### src/rtl/gpio_bank_pkg.sv
package gpio_bank_pkg;
  localparam int ADDR_W = 4;

  typedef enum logic [ADDR_W-1:0] {
    A_DRIVE  = 4'd0,
    A_OUTVAL = 4'd1,
    A_ALTSEL = 4'd2,
    A_MASK   = 4'd3,
    A_KIND   = 4'd4,
    A_EPOL   = 4'd5,
    A_LPOL   = 4'd6,
    A_PEND   = 4'd7,
    A_LEVELS = 4'd8
  } reg_addr_e;
endpackage

### src/rtl/gpio_sync.sv
module gpio_sync #(
  parameter int W      = 16,
  parameter int STAGES = 2
) (
  input  logic         clk,
  input  logic         rst,
  input  logic [W-1:0] d_async,
  output logic [W-1:0] q_sync
);
  logic [W-1:0] chain [STAGES];

  generate
    for (genvar s = 0; s < STAGES; s++) begin : g_stage
      always_ff @(posedge clk) begin
        if (rst) chain[s] <= '0;
        else if (s == 0) chain[s] <= d_async;
        else chain[s] <= chain[(s == 0) ? 0 : s-1];
      end
    end
  endgenerate

  assign q_sync = chain[STAGES-1];
endmodule

### src/rtl/gpio_trig_detect.sv
module gpio_trig_detect #(
  parameter int W = 16
) (
  input  logic         clk,
  input  logic         rst,
  input  logic [W-1:0] cur,
  input  logic [W-1:0] kind,
  input  logic [W-1:0] epol,
  input  logic [W-1:0] lpol,
  output logic [W-1:0] hit
);
  logic [W-1:0] last;

  always_ff @(posedge clk) begin
    if (rst) last <= '0;
    else     last <= cur;
  end

  generate
    for (genvar i = 0; i < W; i++) begin : g_pin
      logic rise, fall;
      always_comb begin
        rise = cur[i] & ~last[i];
        fall = ~cur[i] & last[i];
        if (kind[i]) hit[i] = epol[i] ? rise : fall;
        else         hit[i] = (cur[i] == lpol[i]);
      end
    end
  endgenerate
endmodule

### src/rtl/gpio_regs.sv
module gpio_regs
  import gpio_bank_pkg::*;
#(
  parameter int W = 16
) (
  input  logic              clk,
  input  logic              rst,
  input  logic              sel,
  input  logic              wr,
  input  logic [ADDR_W-1:0] addr,
  input  logic [W-1:0]      wdata,
  output logic [W-1:0]      rdata,
  input  logic [W-1:0]      hit,
  input  logic [W-1:0]      levels,
  output logic [W-1:0]      drive,
  output logic [W-1:0]      outval,
  output logic [W-1:0]      altsel,
  output logic [W-1:0]      mask,
  output logic [W-1:0]      kind,
  output logic [W-1:0]      epol,
  output logic [W-1:0]      lpol,
  output logic [W-1:0]      pend,
  output logic              irq
);
  logic wen, ren, pend_clr;
  logic [W-1:0] rd_mux;

  assign wen      = sel & wr;
  assign ren      = sel & ~wr;
  assign pend_clr = wen && (addr == A_PEND) && (wdata == '0);

  always_ff @(posedge clk) begin
    if (rst) begin
      drive <= '0; outval <= '0; altsel <= '0; mask <= '0;
      kind  <= '0; epol   <= '0; lpol   <= '0;
    end else if (wen) begin
      case (addr)
        A_DRIVE:  drive  <= wdata;
        A_OUTVAL: outval <= wdata;
        A_ALTSEL: altsel <= wdata;
        A_MASK:   mask   <= wdata;
        A_KIND:   kind   <= wdata;
        A_EPOL:   epol   <= wdata;
        A_LPOL:   lpol   <= wdata;
        default:  ;
      endcase
    end
  end

  always_ff @(posedge clk) begin
    if (rst)           pend <= '0;
    else if (pend_clr) pend <= hit;
    else               pend <= pend | hit;
  end

  always_ff @(posedge clk) begin
    if (rst) irq <= 1'b0;
    else     irq <= |(pend & ~mask);
  end

  always_comb begin
    case (addr)
      A_DRIVE:  rd_mux = drive;
      A_OUTVAL: rd_mux = outval;
      A_ALTSEL: rd_mux = altsel;
      A_MASK:   rd_mux = mask;
      A_KIND:   rd_mux = kind;
      A_EPOL:   rd_mux = epol;
      A_LPOL:   rd_mux = lpol;
      A_PEND:   rd_mux = pend;
      A_LEVELS: rd_mux = levels;
      default:  rd_mux = '0;
    endcase
  end

  always_ff @(posedge clk) begin
    if (rst)      rdata <= '0;
    else if (ren) rdata <= rd_mux;
  end

  // pending bits only drop on a clear
  p_pend_hold_r6: assert property (@(posedge clk) disable iff (rst)
    !pend_clr |=> (($past(pend) & ~pend) == '0));

  // after a clear only the same-cycle hits remain
  p_clear_r11: assert property (@(posedge clk) disable iff (rst)
    pend_clr |=> (pend == $past(hit)));
endmodule

### src/rtl/gpio_bank.sv
module gpio_bank
  import gpio_bank_pkg::*;
#(
  parameter int W           = 16,
  parameter int SYNC_STAGES = 2
) (
  input  logic              clk,
  input  logic              rst,
  input  logic              bus_sel,
  input  logic              bus_wr,
  input  logic [ADDR_W-1:0] bus_addr,
  input  logic [W-1:0]      bus_wdata,
  output logic [W-1:0]      bus_rdata,
  input  logic [W-1:0]      pins_in,
  output logic [W-1:0]      pad_out,
  output logic [W-1:0]      pad_oe,
  output logic [W-1:0]      alt_sel,
  output logic              bank_irq
);
  logic [W-1:0] levels, hit, mask, kind, epol, lpol, pend;

  gpio_sync #(.W(W), .STAGES(SYNC_STAGES)) u_sync (
    .clk(clk), .rst(rst), .d_async(pins_in), .q_sync(levels));

  gpio_trig_detect #(.W(W)) u_det (
    .clk(clk), .rst(rst), .cur(levels), .kind(kind), .epol(epol),
    .lpol(lpol), .hit(hit));

  gpio_regs #(.W(W)) u_regs (
    .clk(clk), .rst(rst), .sel(bus_sel), .wr(bus_wr), .addr(bus_addr),
    .wdata(bus_wdata), .rdata(bus_rdata), .hit(hit), .levels(levels),
    .drive(pad_oe), .outval(pad_out), .altsel(alt_sel), .mask(mask),
    .kind(kind), .epol(epol), .lpol(lpol), .pend(pend), .irq(bank_irq));

  // interrupt follows unmasked pending one cycle later
  p_irq_follow_r10: assert property (@(posedge clk) disable iff (rst)
    1'b1 |=> (bank_irq == $past(|(pend & ~mask))));

  // nothing unmasked pending means no interrupt next cycle
  p_mask_block_r9: assert property (@(posedge clk) disable iff (rst)
    ((pend & ~mask) == '0) |=> !bank_irq);

  // an active level condition is pending in the next cycle
  p_level_set_r7: assert property (@(posedge clk) disable iff (rst)
    1'b1 |=> (($past(~kind & ~(levels ^ lpol)) & ~pend) == '0));
endmodule

### config.mk
export PLATFORM = sky130hd
export DESIGN_NAME = gpio_bank
export DESIGN_NICKNAME = d
export VERILOG_FILES = /design/src/rtl/gpio_bank_pkg.sv /design/src/rtl/gpio_sync.sv /design/src/rtl/gpio_trig_detect.sv /design/src/rtl/gpio_regs.sv /design/src/rtl/gpio_bank.sv
export SDC_FILE = /design/constraint.sdc
export NUM_CORES = 1
export LEC_CHECK = 0
export BUFFER_PORTS_ARGS = -buffer_cell sky130_fd_sc_hd__buf_2
export CORE_UTILIZATION = 27
export CTS_CLUSTER_DIAMETER = 100
export DETAILED_ROUTE_END_ITERATION = 12
export GPL_ROUTABILITY_DRIVEN = 0
export HOLD_SLACK_MARGIN = 0.1
export PLACE_DENSITY = 0.47
export SYNTH_ARGS = -nofsm -noshare
export SYNTH_HDL_FRONTEND = slang
export SYNTH_SLANG_ARGS = --single-unit
export TNS_END_PERCENT = 20
### constraint.sdc
create_clock -name clk -period 4.2 [get_ports clk]
set_input_delay 1.26 -clock clk [delete_from_list [all_inputs] [get_ports clk]]
set_output_delay 1.26 -clock clk [all_outputs]
set_load 0.02 [all_outputs]
==> impl_metrics.env <==
export IMPL_final_setup_tns_ns=0
export IMPL_detail_route_drc_violations=0
export IMPL_transition_time_at_the_pin_with_the_least_slew_margin_ns=1.11
export IMPL_critPathMaxFanout=21
export IMPL_synth_area_mm2=0.00825
export IMPL_cts_tree="done"
export IMPL_share_of_final_layout_standard_cells_stronger_than_drive_strength_1_pct=16.3
export IMPL_globalRouteOverflowTotal=0
export IMPL_timing_critical_path_to_type="flip-flop"
export IMPL_layout_cells_non_filler=1461
export IMPL_worst_setup_slack_post_dpl_ns=0.619
export IMPL_synthSimpleGateAreaFrac_pct=23.1
export IMPL_post_cts_resize_count=0
export IMPL_final_antenna_net_count=0
export IMPL_cts_root_buffer_cell="clkbuf_16"
export IMPL_yosys_most_used_dff="dfxtp_1"
export IMPL_post_synth_cell_area_avg_um2=8.34
export IMPL_synth_yosys_seq_area_share_pct=46.8
export IMPL_final_max_slew_viol_count=0
export IMPL_detail_route_wl_per_cell_um=20.4
export IMPL_async_reset_ff_share_pct=0
export IMPL_cts_buffers_inserted=17
export IMPL_setup_violations=0
export IMPL_timing_final_hold_violations=0
export IMPL_synth_cell_types=51
export IMPL_postCtsSetupRepairBufs=0
export IMPL_io_buffers=104
export IMPL_power_ir_vdd_worst_mv=0.275
export IMPL_startpoint_type="input port"
export IMPL_maxCapViolations=0
export IMPL_hp_class="reg -> reg"
export IMPL_synth_top_cell_by_area="dfxtp_1"
export IMPL_final_net_count=1098
export IMPL_fin_skew_ns=0.0116
export IMPL_ys_top_cells_by_area="dfxtp_1, nand2_1, a21oi_1"
export IMPL_grt_pass1_vias=6757
export IMPL_die_area_mm2=0.0313
export IMPL_post_synth_mux_area_share_pct=4.81
export IMPL_standard_cell_rows=63
export IMPL_power_density_mw_per_mm2=395
export IMPL_synth_top_cells_by_count="nand2_1, dfxtp_1, a21oi_1"
export IMPL_core_area_mm2=0.0299
export IMPL_total_wirelength_of_the_detailed_routed_design_mm=29.8
export IMPL_chip_width_um=177
export IMPL_postCtsHoldBufs=0
export IMPL_area_growth_synth_to_finish_pct=16.6
export IMPL_total_power_after_layout_w=0.00380
export IMPL_initial_core_util_pct=27.6
export IMPL_slew_headroom_pct=25.9
export IMPL_synthesis_nets=1030
export IMPL_netlist_instances=990
export IMPL_clkLatencyLatePin_ns=0.45
export IMPL_period_minus_slack_ns=3.12
export IMPL_grt_antenna_before_repair=0
export IMPL_rsz_0062_raised_after_global_routing="no"
export IMPL_yosysWarningCount=0
export IMPL_track_usage_pct=19.1
export IMPL_share_of_the_core_filled_with_cells_in_the_final_layout_pct=32.2
export IMPL_floorplan_io_pins=105
export IMPL_total_leakage_power_nw=3.54
export IMPL_antenna_cells_inserted=0
export IMPL_outcome="completed"
export IMPL_dp_cells=1429
export IMPL_hpwlAfterDp_mm=20.8
export IMPL_xor_and_xnor_fraction_of_the_mapped_netlist_area_pct=1.70
export IMPL_critPathArrivalTime_ns=3.43
export IMPL_drt_vias_per_instance=5.02
export IMPL_synth_seq_cells=193
export IMPL_synth_top_family_by_area="simple AND/OR/NAND/NOR gates"
export IMPL_post_synth_fa_ha_maj_area_fraction_pct=0
export IMPL_route_vias_total=7336
export IMPL_clk_pin_slew_worst_paths_ns=0.07
export IMPL_drt_pre_antenna_iters=5
export IMPL_fillCellCount=3207
export IMPL_setup_worst_path_class="in -> reg"
export IMPL_synth_most_common_cell="nand2_1"
export IMPL_synth_enable_flop_cells=0
export IMPL_compound_gate_fraction_of_synth_area_pct=18.1
export IMPL_timing_final_crit_share_pct=74.3
export IMPL_maximum_clock_frequency_mhz=320
export IMPL_grt_first_pass_wirelength_mm=43.8
export IMPL_netlist_area_leader_share_pct=46.8
export IMPL_grt_max_degree=73
export IMPL_cts_sinks=193
export IMPL_die_y_um=177
export IMPL_cts_max_level=4
export IMPL_setup_ws_ns=1.08
export IMPL_drt_iter0_markers=506
export IMPL_worst_ep_required_time_ns=4.51
export IMPL_clock_path_buffers=2
-- sequential cells by signal, summed over array words and instances, names as in the netlist --
signal	flops
u_regs.mask	16
u_regs.lpol	16
u_regs.epol	16
u_regs.kind	16
u_regs.pend	16
u_regs.rdata	16
u_regs.irq	1
u_det.last	16
u_regs.drive	16
u_regs.outval	16
u_sync.chain	32
u_regs.altsel	16
-- metrics by stage --
step / instance area (um^2) / hold WS [ns]
floorplan: 8250 / 0.414
global placement: 9050 / 0.421
detailed placement: 9050 / 0.422
CTS: 9630 / 0.440
global route: 9630 / 0.454
finish: 9630 / 0.436
-- worst max-delay path, cell delays in order --
cell,delay (ns)
buf_2,0.44
buf_4,0.31
nor2_1,0.22
a22oi_1,0.23
o22ai_1,0.11
a2111oi_0,0.76
o21ai_1,0.09
-- layout by cell type, fill, tap and decap left out, types with 5 or more instances in the layout --
master	n
clkbuf_16	17
buf_2	103
inv_6	6
buf_4	23
xor2_1	16
mux2i_1	34
a21oi_1	100
nor2b_1	56
nand2b_1	7
inv_1	16
o22ai_1	15
nand3_1	48
o21ai_0	25
nor2_1	74
a211oi_1	5
a221oi_1	15
a22o_1	11
nor3_1	11
o32ai_1	5
a22oi_1	31
nand2_1	200
dfxtp_1	193
-- logic make-up after synthesis --
kind of cell,Yosys count
AOI/OAI and AO/OA,233
xor gates and xnor gates,16
buffers and inverters,94
DFF,193
muxes,37
and+or+nand+nor,417
-- path summary, 6_finish.rpt --
path	from	to	slack (ns)	depth (start not counted)
worst max register to register	u_regs.kind[0]$_SDFFE_PP0P_	u_regs.rdata[0]$_SDFFE_PP0P_	2.57	4
worst min-delay path	u_sync.chain[0][0]$_SDFF_PP0_	u_sync.chain[1][0]$_SDFF_PP0_	0.44	1
worst min register to register	u_sync.chain[0][0]$_SDFF_PP0_	u_sync.chain[1][0]$_SDFF_PP0_	0.44	1
worst max-delay path	bus_addr[1]	u_regs.rdata[0]$_SDFFE_PP0P_	1.08	7
-- metal layers --
metal	routed length, um	up-vias	track usage (%)
met5	0	-	0
met3	1600	29	3.16
met1	13400	3524	25.5
met4	499	0	5.93
li1	-	3546	-
met2	14300	237	31.2
-- report_power, final --
part	leakage, nW	switching [W]	total [W]	internal, W
sequential	1.57	0.0000359	0.00190	0.00187
clock	0.273	0.000800	0.00164	0.000840
combinational	1.70	0.000180	0.000259	0.0000791
-- layout make-up --
cell class | instances | area, um^2 | share of cell area, %
Multi-Input combinational cell | 703 | 3940 | 40.9
Sequential cell | 193 | 3860 | 40.1
Timing Repair Buffer | 127 | 699 | 7.27
Tap cell | 390 | 488 | 5.07
Clock buffer | 18 | 429 | 4.46
Clock inverter | 14 | 145 | 1.51
Inverter | 16 | 60.1 | 0.624
Power figures use the tool's default switching activity.
